## src/rtl/irq_pkg.sv

```systemverilog
package irq_pkg;
  parameter int NSRC = 6;
  localparam int VW   = $clog2(NSRC);
  localparam int REGW = NSRC + 2;
  localparam int GBIT = REGW - 1;
  typedef logic [NSRC-1:0] src_vec_t;
endpackage

```

## src/rtl/irq_cfg_regs.sv

```systemverilog
module irq_cfg_regs
  import irq_pkg::*;
(
  input  logic            clk_i,
  input  logic            rst_ni,
  input  logic            en_wr_i,
  input  logic [REGW-1:0] en_wdata_i,
  input  logic            pri_wr_i,
  input  src_vec_t        pri_wdata_i,
  output src_vec_t        src_en_o,
  output logic            glb_en_o,
  output src_vec_t        pri_o,
  output logic [REGW-1:0] en_rd_o
);
  src_vec_t en_q, pri_q;
  logic     glb_q;

  always_ff @(posedge clk_i or negedge rst_ni) begin
    if (!rst_ni) begin
      en_q  <= '0;
      glb_q <= 1'b0;
      pri_q <= '0;
    end else begin
      if (en_wr_i) begin
        en_q  <= en_wdata_i[NSRC-1:0];
        glb_q <= en_wdata_i[GBIT];
      end
      if (pri_wr_i) pri_q <= pri_wdata_i;
    end
  end

  assign src_en_o = en_q;
  assign glb_en_o = glb_q;
  assign pri_o    = pri_q;
  // reserved bit between sources and global gate is not stored
  assign en_rd_o  = {glb_q, 1'b0, en_q};


  en_write_chk: assert property (@(posedge clk_i) disable iff (!rst_ni)
    en_wr_i |=> (en_rd_o[GBIT] == $past(en_wdata_i[GBIT])) &&
                (en_rd_o[NSRC-1:0] == $past(en_wdata_i[NSRC-1:0])));
endmodule

```

## src/rtl/irq_select.sv

```systemverilog
module irq_select
  import irq_pkg::*;
(
  input  logic          clk_i,
  input  logic          rst_ni,
  input  src_vec_t      pend_i,
  input  src_vec_t      pri_i,
  input  logic [1:0]    svc_i,
  output logic          irq_o,
  output logic [VW-1:0] vec_o,
  output logic          lvl_o
);
  src_vec_t hi_pend, lo_pend;
  logic [VW-1:0] hi_idx, lo_idx;
  logic hi_ok, lo_ok;

  assign hi_pend = pend_i & pri_i;
  assign lo_pend = pend_i & ~pri_i;

  // lowest index wins; scan from the top so the last hit is the lowest
  always_comb begin
    hi_idx = '0;
    lo_idx = '0;
    for (int i = NSRC-1; i >= 0; i--) begin
      if (hi_pend[i]) hi_idx = VW'(i);
      if (lo_pend[i]) lo_idx = VW'(i);
    end
  end

  assign hi_ok = (|hi_pend) && !svc_i[1];
  assign lo_ok = (|lo_pend) && (svc_i == 2'b00);

  assign irq_o = hi_ok || lo_ok;
  assign lvl_o = hi_ok;
  assign vec_o = hi_ok ? hi_idx : (lo_ok ? lo_idx : '0);


  grant_pending_chk: assert property (@(posedge clk_i) disable iff (!rst_ni)
    irq_o |-> pend_i[vec_o]);

  level_order_chk: assert property (@(posedge clk_i) disable iff (!rst_ni)
    (irq_o && (|hi_pend) && !svc_i[1]) |-> pri_i[vec_o]);
endmodule

```

## src/rtl/irq_svc_track.sv

```systemverilog
module irq_svc_track (
  input  logic       clk_i,
  input  logic       rst_ni,
  input  logic       ack_i,
  input  logic       ret_i,
  input  logic       irq_i,
  input  logic       lvl_i,
  output logic [1:0] svc_o
);
  logic [1:0] svc_q, clr, set;

  always_comb begin
    clr = 2'b00;
    set = 2'b00;
    if (ret_i) clr = svc_q[1] ? 2'b10 : 2'b01;
    if (ack_i && irq_i) set = lvl_i ? 2'b10 : 2'b01;
  end

  always_ff @(posedge clk_i or negedge rst_ni) begin
    if (!rst_ni) svc_q <= 2'b00;
    else         svc_q <= (svc_q & ~clr) | set;
  end

  assign svc_o = svc_q;


  ack_marks_chk: assert property (@(posedge clk_i) disable iff (!rst_ni)
    (ack_i && irq_i) |=> svc_q[$past(lvl_i)]);

  ret_pops_chk: assert property (@(posedge clk_i) disable iff (!rst_ni)
    (ret_i && !ack_i && svc_q[1]) |=> (!svc_q[1] && svc_q[0] == $past(svc_q[0])));
endmodule

```

## src/rtl/irq_req_ctrl.sv

```systemverilog
module irq_req_ctrl
  import irq_pkg::*;
(
  input  logic       clk_i,
  input  logic       rst_ni,
  input  logic       ext0_flag_i,
  input  logic       tmr0_flag_i,
  input  logic       ext1_flag_i,
  input  logic       tmr1_flag_i,
  input  logic       ser_tx_i,
  input  logic       ser_rx_i,
  input  logic       tmr2_ovf_i,
  input  logic       tmr2_ext_i,
  input  logic       en_wr_i,
  input  logic [7:0] en_wdata_i,
  output logic [7:0] en_rdata_o,
  input  logic       pri_wr_i,
  input  logic [5:0] pri_wdata_i,
  output logic [5:0] pri_rdata_o,
  input  logic       ack_i,
  input  logic       ret_i,
  output logic       irq_o,
  output logic [2:0] vec_o,
  output logic [1:0] in_svc_o
);
  src_vec_t req, src_en, pri, pend;
  logic     glb_en, lvl;

  // index order is the in-level priority order
  assign req = {tmr2_ovf_i | tmr2_ext_i, ser_tx_i | ser_rx_i,
                tmr1_flag_i, ext1_flag_i, tmr0_flag_i, ext0_flag_i};

  irq_cfg_regs u_cfg (
    .clk_i       (clk_i),
    .rst_ni      (rst_ni),
    .en_wr_i     (en_wr_i),
    .en_wdata_i  (en_wdata_i),
    .pri_wr_i    (pri_wr_i),
    .pri_wdata_i (pri_wdata_i),
    .src_en_o    (src_en),
    .glb_en_o    (glb_en),
    .pri_o       (pri),
    .en_rd_o     (en_rdata_o)
  );

  assign pend = req & src_en & {NSRC{glb_en}};

  irq_select u_sel (
    .clk_i  (clk_i),
    .rst_ni (rst_ni),
    .pend_i (pend),
    .pri_i  (pri),
    .svc_i  (in_svc_o),
    .irq_o  (irq_o),
    .vec_o  (vec_o),
    .lvl_o  (lvl)
  );

  irq_svc_track u_svc (
    .clk_i  (clk_i),
    .rst_ni (rst_ni),
    .ack_i  (ack_i),
    .ret_i  (ret_i),
    .irq_i  (irq_o),
    .lvl_i  (lvl),
    .svc_o  (in_svc_o)
  );

  assign pri_rdata_o = pri;


  glb_gate_chk: assert property (@(posedge clk_i) disable iff (!rst_ni)
    !en_rdata_o[7] |-> !irq_o);

  hi_block_chk: assert property (@(posedge clk_i) disable iff (!rst_ni)
    in_svc_o[1] |-> !irq_o);

  rsv_zero_chk: assert property (@(posedge clk_i) disable iff (!rst_ni)
    $past(en_wr_i) |-> !en_rdata_o[6]);
endmodule

```

## config.mk

```make
export PLATFORM = sky130hd
export DESIGN_NAME = irq_req_ctrl
export DESIGN_NICKNAME = d
export VERILOG_FILES = /design/src/rtl/irq_pkg.sv /design/src/rtl/irq_cfg_regs.sv /design/src/rtl/irq_select.sv /design/src/rtl/irq_svc_track.sv /design/src/rtl/irq_req_ctrl.sv
export SDC_FILE = /design/constraint.sdc
export NUM_CORES = 1
export LEC_CHECK = 0
export BUFFER_PORTS_ARGS = -buffer_cell sky130_fd_sc_hd__buf_2
export CAP_MARGIN = 20
export CORE_UTILIZATION = 46
export CTS_CLUSTER_DIAMETER = 30
export CTS_CLUSTER_SIZE = 40
export DETAILED_ROUTE_END_ITERATION = 12
export PLACE_DENSITY_LB_ADDON = 0.05
export SLEW_MARGIN = 20
export SYNTH_ARGS = -nofsm -noshare
export SYNTH_HDL_FRONTEND = slang
export SYNTH_SLANG_ARGS = --single-unit
export TNS_END_PERCENT = 5
```

## constraint.sdc

```tcl
create_clock -name clk_i -period 5.5 [get_ports clk_i]
set_input_delay 1.1 -clock clk_i [delete_from_list [all_inputs] [get_ports clk_i]]
set_output_delay 1.1 -clock clk_i [all_outputs]
set_load 0.005 [all_outputs]
```

==> results.yml, run 1 <==
run_status:
  status: "completed"
clock_tree:
  clock_path_buffers: 2
  hold_buffers: 0
  cts_sinks: 15
  post_cts_buffers: 0
  cts-root-buf: "clkbuf_4"
  path_clk_slew_ps: 90
  numCtsBuffers: 3
  cts_tree: "done"
  clk_latency_ps: 270
  htree_levels: 1
  cts-resized-gates: 0
global_route:
  track_usage_pct: 20.4
  overflow: 0
  grt_pass1_vias: 699
  grt_antenna_before_repair: 0
  grt_max_degree: 16
  grt_pass1_wl_mm: 2.97
critical_path:
  cp_top_family: "simple AND/OR/NAND/NOR gates"
  worst-setup-path-type: "input pin to output port"
  startpoint_type: "input pin"
  endpoint_kind: "output port"
  timing.critical_path.buf_inv: 2
  crit_path_cell_trace: "buf_2 > and4b_2 > or4_1 > nor4_1 > a32o_1 > buf_2"
  cp_max_fo: 3
  cp_common_cell: "buf_2"
  crit_slowest_cell: "or4_1"
  cp_data_required_time_ps: 4400
  max_stage_delay_ps: 460
  arrival_ps: 2470
floorplan:
  row_count: 15
  pin_count: 48
  core-area_um2: 1750
  die_w_um: 45.3
  die_h_um: 45.3
  start_util_pct: 49.4
  dieArea_um2: 2050
final_layout:
  n_antenna_cell: 0
  postLayoutCoreUtil_pct: 63.7
  n_fill_cell: 158
  syn2layout_area_growth_pct: 28.9
  drive_gt1_share_pct: 53.3
  nNetsFinal: 151
hold_path:
  hold_path.class: "flop to flop"
route:
  ant_nets: 0
  drc: 0
  vias: 822
  drtPass1Iterations: 4
  routed_wl_mm: 1.82
  drtIter0Drc: 11
  post_drt_wl_per_cell_um: 12.4
  vias_per_cell: 5.59
timing:
  tns_ps: 0
  setup_viol: 0
  max_freq_mhz: 280
  period_minus_slack_ps: 3570
  finalMaxSlewViolations: 0
  post-route-period-util_pct: 64.9
  grt_setup_unrepaired: "no"
  clock_skew_ps: 1.05
  fin_ws_ps: 1930
  finalHoldViolCount: 0
logic_synthesis:
  synth_area_leaders: "dfrtp_1, mux2_2, and4b_2, o2bb2ai_1, o21ai_0"
  synthTopCellsByCount: "dfrtp_1, mux2_2, o21ai_0"
  ys_types: 34
  synth_top_area_share_pct: 43.5
  synth.net_count: 106
  synthArstFlopShare_pct: 100
  ys_ff_latch: 15
  netlist_area_um2: 862
  syn-instance-count: 78
  netlist.top_cell.by_area: "dfrtp_1"
  syn_avg_cell_area_um2: 11.1
  synth-edff-count: 0
  synth.most_common_cell: "dfrtp_1"
  seq_area_frac_synth_pct: 43.5
  synthFlopType: "dfrtp_1"
  synth_warnings: 0
placement:
  place.gp.congestion: 0.808
  port-buffer-count: 45
  dpl.hpwl_mm: 1.48
  pre_cts_slack_ps: 1940
run:
  maxCapViolCount: 0
power_and_ir_drop:
  vdd_drop_max_mv: 0.158
  leakage_nw: 0.548
  p_per_area_nw_per_um2: 257
[final timing paths]
path / slack, ps / end / startpoint / cells after the start
worst max-delay path: 1930 / vec_o[1] / tmr0_flag_i / 6
worst min-delay path: 550 / u_cfg.src_en_o[0] / u_cfg.src_en_o[0] / 1
worst max register to register: 3790 / u_svc.svc_o[0] / u_cfg.glb_en_o / 4
worst min register to register: 550 / u_cfg.src_en_o[0] / u_cfg.src_en_o[0] / 1
max in group asynchronous: 4540 / u_cfg.pri_o[2] / rst_ni / 1
min in group asynchronous: 710 / u_svc.svc_o[1] / rst_ni / 1
[power by group]
| group | internal, mW | leakage [nW] | switching [mW] |
|---|---|---|---|
| logic | 0.0466 | 0.354 | 0.0365 |
| registers | 0.124 | 0.179 | 0.0174 |
| clock network | 0.0281 | 0.0150 | 0.0334 |
| total | 0.198 | 0.548 | 0.0873 |
[layout by cell type (no fill, tap or decap), types with 2 or more instances in the layout]
cell        n
nand2b_1    2
clkbuf_4    3
nor2_1      2
mux2_2     12
dfrtp_1    15
o2bb2ai_1   3
nand3_1     2
and4b_2     3
nor3_1      2
buf_2      45
inv_1       3
nand2_1     2
nand4_1     3
o21ai_0     4
o31ai_1     2
[worst register-to-register path: stages, from the launching register on]
cell and delay (ps):
dfrtp_1 530, o211a_2 210, a21bo_1 230, or3_1 400, o31ai_1 250
[cell families after synthesis]
logic type / count (synthesis) / synth area share, %
muxes: 12 / 15.7
and+or+nand+nor: 22 / 16.8
buffers and inverters: 8 / 5.22
other: 1 / 0.435
AOI/OAI and AO/OA: 20 / 18.3
DFF: 15 / 43.5
[layout make-up]
class / instances / area (um2) / area share (%)
Sequential cell: 15 / 375 / 33.8
Clock buffer: 4 / 26.3 / 2.36
Inverter: 3 / 11.3 / 1.01
Multi-Input combinational cell: 55 / 442 / 39.8
Tap cell: 25 / 31.3 / 2.82
Timing Repair Buffer: 45 / 225 / 20.3
[state kept, by name, summed over array words and instances (netlist names)]
| name | flops |
|---|---|
| u_cfg.glb_en_o | 1 |
| u_cfg.pri_o | 6 |
| u_svc.svc_o | 2 |
| u_cfg.src_en_o | 6 |
[metrics by stage]
step	hold slack (ps)	instance area, um2	power (mW)	std cells
4_1_cts	555	1110	0.290	147
5_1_grt	579	1110	0.307	147
6_report	555	1110	0.285	147
2_1_floorplan	535	862	0.190	78
3_3_place_gp	528	1080	0.224	143
3_5_place_dp	535	1080	0.227	143
[metal layers]
metal  vias up  wire length (um)  GRT usage (%)  part of all wire, %
met1       397               806           26.4                   44
met2        33               913           33.9                   50
met5         -                 0              0                    0
li1        392                 -              -                    -
met4         0                 0           7.27                    0
met3         0               102           3.60                  5.6
No activity file was read; power rests on OpenSTA's default activity.
==> run 2, diff against run 1 <==
--- a/config.mk
+++ b/config.mk
@@ -7,7 +7,7 @@
 export LEC_CHECK = 0
 export BUFFER_PORTS_ARGS = -buffer_cell sky130_fd_sc_hd__buf_2
 export CAP_MARGIN = 20
-export CORE_UTILIZATION = 46
+export CORE_UTILIZATION = 43
 export CTS_CLUSTER_DIAMETER = 30
 export CTS_CLUSTER_SIZE = 40
 export DETAILED_ROUTE_END_ITERATION = 12
==> constraint.sdc (replaced) <==
create_clock -name clk_i -period 3.72 [get_ports clk_i]
set_input_delay 0.744 -clock clk_i [delete_from_list [all_inputs] [get_ports clk_i]]
set_output_delay 0.744 -clock clk_i [all_outputs]
set_load 0.005 [all_outputs]
==> run 2 against run 1 <==
Clock power increased by 52%; wire length up 10%; setup slack lost 1100 ps; flip-flop and latch count unchanged; hold slack worse by 220 ps; die area rose by 6.7%; final area rose by 0.11%; critical endpoint unchanged; largest cell class unchanged; largest power group unchanged.
==> results.yml, run 2 (synthesis results as in run 1) <==
final_layout:
  fin_area_um2: 1110
  nNetsFinal: 151
  final_cell_mix: "buf_2, dfrtp_1, mux2_2"
  postLayoutCoreUtil_pct: 61.7
  syn2layout_area_growth_pct: 29.0
  drive_gt1_share_pct: 54.1
  n_antenna_cell: 0
  final_common_cell: "buf_2"
run:
  maxCapViolCount: 0
placement:
  dpl.hpwl_mm: 1.64
  dpl_cell_area_um2: 1080
  port-buffer-count: 45
  place.gp.congestion: 0.877
  pre_cts_slack_ps: 862
timing:
  finalMaxSlewViolations: 0
  fin_ws_ps: 830
  finalHoldViolCount: 0
  grt_setup_unrepaired: "no"
  fin_hold_ws_ps: 339
  clock_skew_ps: 12.3
  period_minus_slack_ps: 2890
  max_freq_mhz: 346
  post-route-period-util_pct: 77.7
  setup_viol: 0
  tns_ps: 0
clock_tree:
  cts-root-buf: "clkbuf_4"
  path_clk_slew_ps: 100
  numCtsBuffers: 3
  post_cts_buffers: 0
  cts_sinks: 15
  cts-resized-gates: 0
  clock_path_buffers: 2
  htree_levels: 1
  hold_buffers: 0
  clk_latency_ps: 280
  cts_tree: "done"
power_and_ir_drop:
  pwr-share-comb_pct: 29.3
  clockPowerShare_pct: 21.9
  switching_share_pct: 31.8
  power_frac_seq_pct: 48.9
  p_sw_mw: 0.136
  p_per_area_nw_per_um2: 384
  vdd_drop_max_mv: 0.256
  p_int_mw: 0.291
  leakage_nw: 0.551
route:
  drc: 0
  ant_nets: 0
  routed_wl_mm: 2.01
  drtIter0Drc: 14
  drtPass1Iterations: 4
  post_drt_wl_per_cell_um: 13.7
  vias_per_cell: 5.50
  vias: 809
global_route:
  grt_antenna_before_repair: 0
  overflow: 0
  grt_pass1_wl_mm: 2.94
  grt_pass1_vias: 696
  grt_max_degree: 16
  track_usage_pct: 18.8
critical_path:
  arrival_ps: 2150
  cp_data_required_time_ps: 2980
  startpoint_type: "flop"
  reg2reg_to: "u_svc.svc_o[0]"
  worst-setup-path-type: "flop to output port"
  endpoint_kind: "output port"
  ff2ff_path_depth: 4
  r2r_slack_ps: 1990
  cp_max_fo: 15
  worstReg2RegStart: "u_cfg.glb_en_o"
floorplan:
  row_count: 15
  core-area_um2: 1800
  pin_count: 48
  start_util_pct: 47.8
  die_h_um: 46.8
  die_w_um: 46.8
  dieArea_um2: 2190
hold_path:
  hold_path.class: "input pin to async pin"
run_status:
  status: "completed"
run 2: cell count changes in the layout (fill, tap and decap cells not counted), sizes merged:
cell / delta
clkinv: +1
clkbuf: -1
run 2: worst max-delay path, stage by stage, from the launching register on:
cell and delay, ps:
dfrtp_1 540, and4b_2 300, or4_1 480, nor4_1 270, a32o_1 180, buf_2 110
run 2: layout make-up:
class,instances,area (um2)
Clock buffer,3,22.5
Multi-Input combinational cell,55,442
Fill cell,161,689
Timing Repair Buffer,45,225
Inverter,3,11.3
Clock inverter,1,5.00
Sequential cell,15,375
Tap cell,25,31.3
run 2: how the worst max path moves through the flow:
stage                   start  slack (ps)  cells past startpoint  endpoint
2_1_floorplan     tmr0_flag_i        1130                      4  vec_o[1]
3_3_place_gp      tmr0_flag_i         880                      6  vec_o[1]
3_5_place_dp      tmr0_flag_i         860                      6  vec_o[2]
4_1_cts        u_cfg.glb_en_o         820                      5  vec_o[1]
5_1_grt        u_cfg.glb_en_o         740                      5  vec_o[2]
6_report       u_cfg.glb_en_o         830                      5  vec_o[1]
run 2: power by group through the flow:
stage	combinational, mW	sequential, mW	clock (mW)
after global placement	0.122	0.210	0
after floorplan	0.0736	0.207	0
after global routing	0.138	0.213	0.101
after detailed placement	0.126	0.212	0
after CTS	0.126	0.209	0.0946
final	0.125	0.209	0.0934
run 2: through the flow:
step                      std cells  power (mW)
after detailed placement        143       0.338
after global placement          143       0.332
after CTS                       147       0.430
after floorplan                  78       0.281
final                           147       0.427
after global routing            147       0.452
run 2: metal layers:
layer / share of wire (%) / GRT usage (%) / up-vias
li1: - / - / 392
met2: 52 / 34.7 / 26
met5: 0 / 0 / -
met1: 44 / 23.7 / 391
met4: 0 / 3.43 / 0
met3: 3.9 / 2.31 / 0
==> run 3, diff against run 2 <==
--- a/config.mk
+++ b/config.mk
@@ -7,7 +7,7 @@
 export LEC_CHECK = 0
 export BUFFER_PORTS_ARGS = -buffer_cell sky130_fd_sc_hd__buf_2
 export CAP_MARGIN = 20
-export CORE_UTILIZATION = 43
+export CORE_UTILIZATION = 39
 export CTS_CLUSTER_DIAMETER = 30
 export CTS_CLUSTER_SIZE = 40
 export DETAILED_ROUTE_END_ITERATION = 12
==> constraint.sdc (replaced) <==
create_clock -name clk_i -period 2.55 [get_ports clk_i]
set_input_delay 0.51 -clock clk_i [delete_from_list [all_inputs] [get_ports clk_i]]
set_output_delay 0.51 -clock clk_i [all_outputs]
set_load 0.005 [all_outputs]
==> run 3 against run 2 <==
Combinational power grew 64%; clock power up 45%; clock skew fell by 12 ps; total power rose by 50%; core utilization decreased by 4.7 points; sequential share of layout area fell by 1.1 points; critical endpoint unchanged; largest power group unchanged.
==> results.yml, run 3 (synthesis results as in run 1) <==
route:
  vias: 819
  post_drt_wl_per_cell_um: 14.1
  drtIter0Drc: 4
  vias_per_cell: 5.46
  drc: 0
  ant_nets: 0
  drtPass1Iterations: 4
  routed_wl_mm: 2.11
critical_path:
  worstReg2RegStart: "u_cfg.glb_en_o"
  timing.critical_path.buf_inv: 1
  worst-setup-path-type: "flop to output port"
  r2r_slack_ps: 820
  ff2ff_path_depth: 5
  cp_data_required_time_ps: 2040
  reg2reg_to: "u_svc.svc_o[0]"
  startpoint_type: "flop"
  arrival_ps: 1960
  endpoint_kind: "output port"
  crit_path_cell_trace: "and4b_2 > or4_1 > nor4_2 > a32o_1 > buf_2"
  cp_top_family: "simple AND/OR/NAND/NOR gates"
  crit_slowest_cell: "or4_1"
  max_stage_delay_ps: 510
  cp_max_fo: 6
floorplan:
  row_count: 16
  die_h_um: 49.0
  pin_count: 48
  core-area_um2: 2020
  start_util_pct: 42.6
  dieArea_um2: 2400
  die_w_um: 49.0
final_layout:
  drive_gt1_share_pct: 58.5
  syn2layout_area_growth_pct: 33.8
  n_fill_cell: 210
  final_cell_mix: "buf_2, dfrtp_1, mux2_2"
  final_common_cell: "buf_2"
  n_antenna_cell: 0
  nNetsFinal: 152
clock_tree:
  cts_tree: "done"
  hold_buffers: 0
  htree_levels: 1
  path_clk_slew_ps: 90
  clk_latency_ps: 280
  numCtsBuffers: 3
  clock_path_buffers: 2
  cts_sinks: 15
  cts-root-buf: "clkbuf_4"
timing:
  finalMaxSlewViolations: 0
  finalHoldViolCount: 0
  fin_ws_ps: 79.5
  post-route-period-util_pct: 96.9
  setup_viol: 0
  max_freq_mhz: 405
  clock_skew_ps: 0.747
  period_minus_slack_ps: 2470
global_route:
  track_usage_pct: 19.1
  grt_pass1_wl_mm: 3.51
  grt_antenna_before_repair: 0
  grt_pass1_vias: 788
  grt_max_degree: 16
  overflow: 0
placement:
  place.gp.congestion: 0.810
  port-buffer-count: 45
  pre_cts_slack_ps: 154
  dpl.hpwl_mm: 1.60
power_and_ir_drop:
  p_per_area_nw_per_um2: 556
  leakage_nw: 0.555
  vdd_drop_max_mv: 0.340
  totalPowerFinal_mw: 0.642
hold_path:
  hold_path.class: "input pin to async pin"
run_status:
  status: "completed"
run:
  maxCapViolCount: 0
[run 3: cell types whose count changed in the layout (fill, tap and decap cells not counted), sizes merged]
cell    previous run  this run
buf               45        46
clkbuf             3         4
clkinv             1         0
[run 3: metal layers]
metal	global-route usage (%)	up-vias	wire length [um]
li1	-	397	-
met4	7.35	0	34
met2	32.4	30	1010
met1	24.7	386	975
met5	0	-	0
met3	2.18	6	85
[run 3: metrics by stage]
stage,util [%],instance area (um2),setup TNS (ps),hold slack [ps],instances
2_1_floorplan,-,862,0,214,78
3_3_place_gp,54.1,1090,0,442,146
3_5_place_dp,54.1,1090,0,442,146
4_1_cts,55.4,1120,0,129,150
5_1_grt,57.1,1150,-30.4,133,150
6_report,57.1,1150,0,122,150
[run 3: final cells by class]
| type | count | area [um2] | share of cell area (%) |
|---|---|---|---|
| flip-flops and latches | 15 | 377 | 32.6 |
| inverters | 3 | 11.3 | 0.976 |
| multi-input cells | 55 | 469 | 40.7 |
| repair buffers | 46 | 236 | 20.5 |
| well taps | 27 | 33.8 | 2.93 |
| clock buffers | 4 | 26.3 | 2.28 |
[run 3: worst max-delay path by stage]
stage,start,to,cells after the start
final,u_cfg.glb_en_o,vec_o[1],5
after global placement,tmr0_flag_i,vec_o[1],6
after floorplan,tmr0_flag_i,vec_o[1],4
after global routing,u_cfg.glb_en_o,vec_o[1],5
after CTS,u_cfg.glb_en_o,irq_o,6
after detailed placement,tmr0_flag_i,vec_o[2],6
[run 3: repair_timing]
action	in CTS	in global routing
buffers inserted	0	0
resized for setup	0	8
setup endpoints to repair	0	4
hold endpoints to repair	0	0
[run 3: power breakdown]
| group | internal (mW) | total, mW | switching [mW] |
|---|---|---|---|
| registers | 0.267 | 0.302 | 0.0349 |
| clock network | 0.0607 | 0.135 | 0.0743 |
| logic | 0.111 | 0.205 | 0.0940 |
| total | 0.438 | 0.642 | 0.203 |
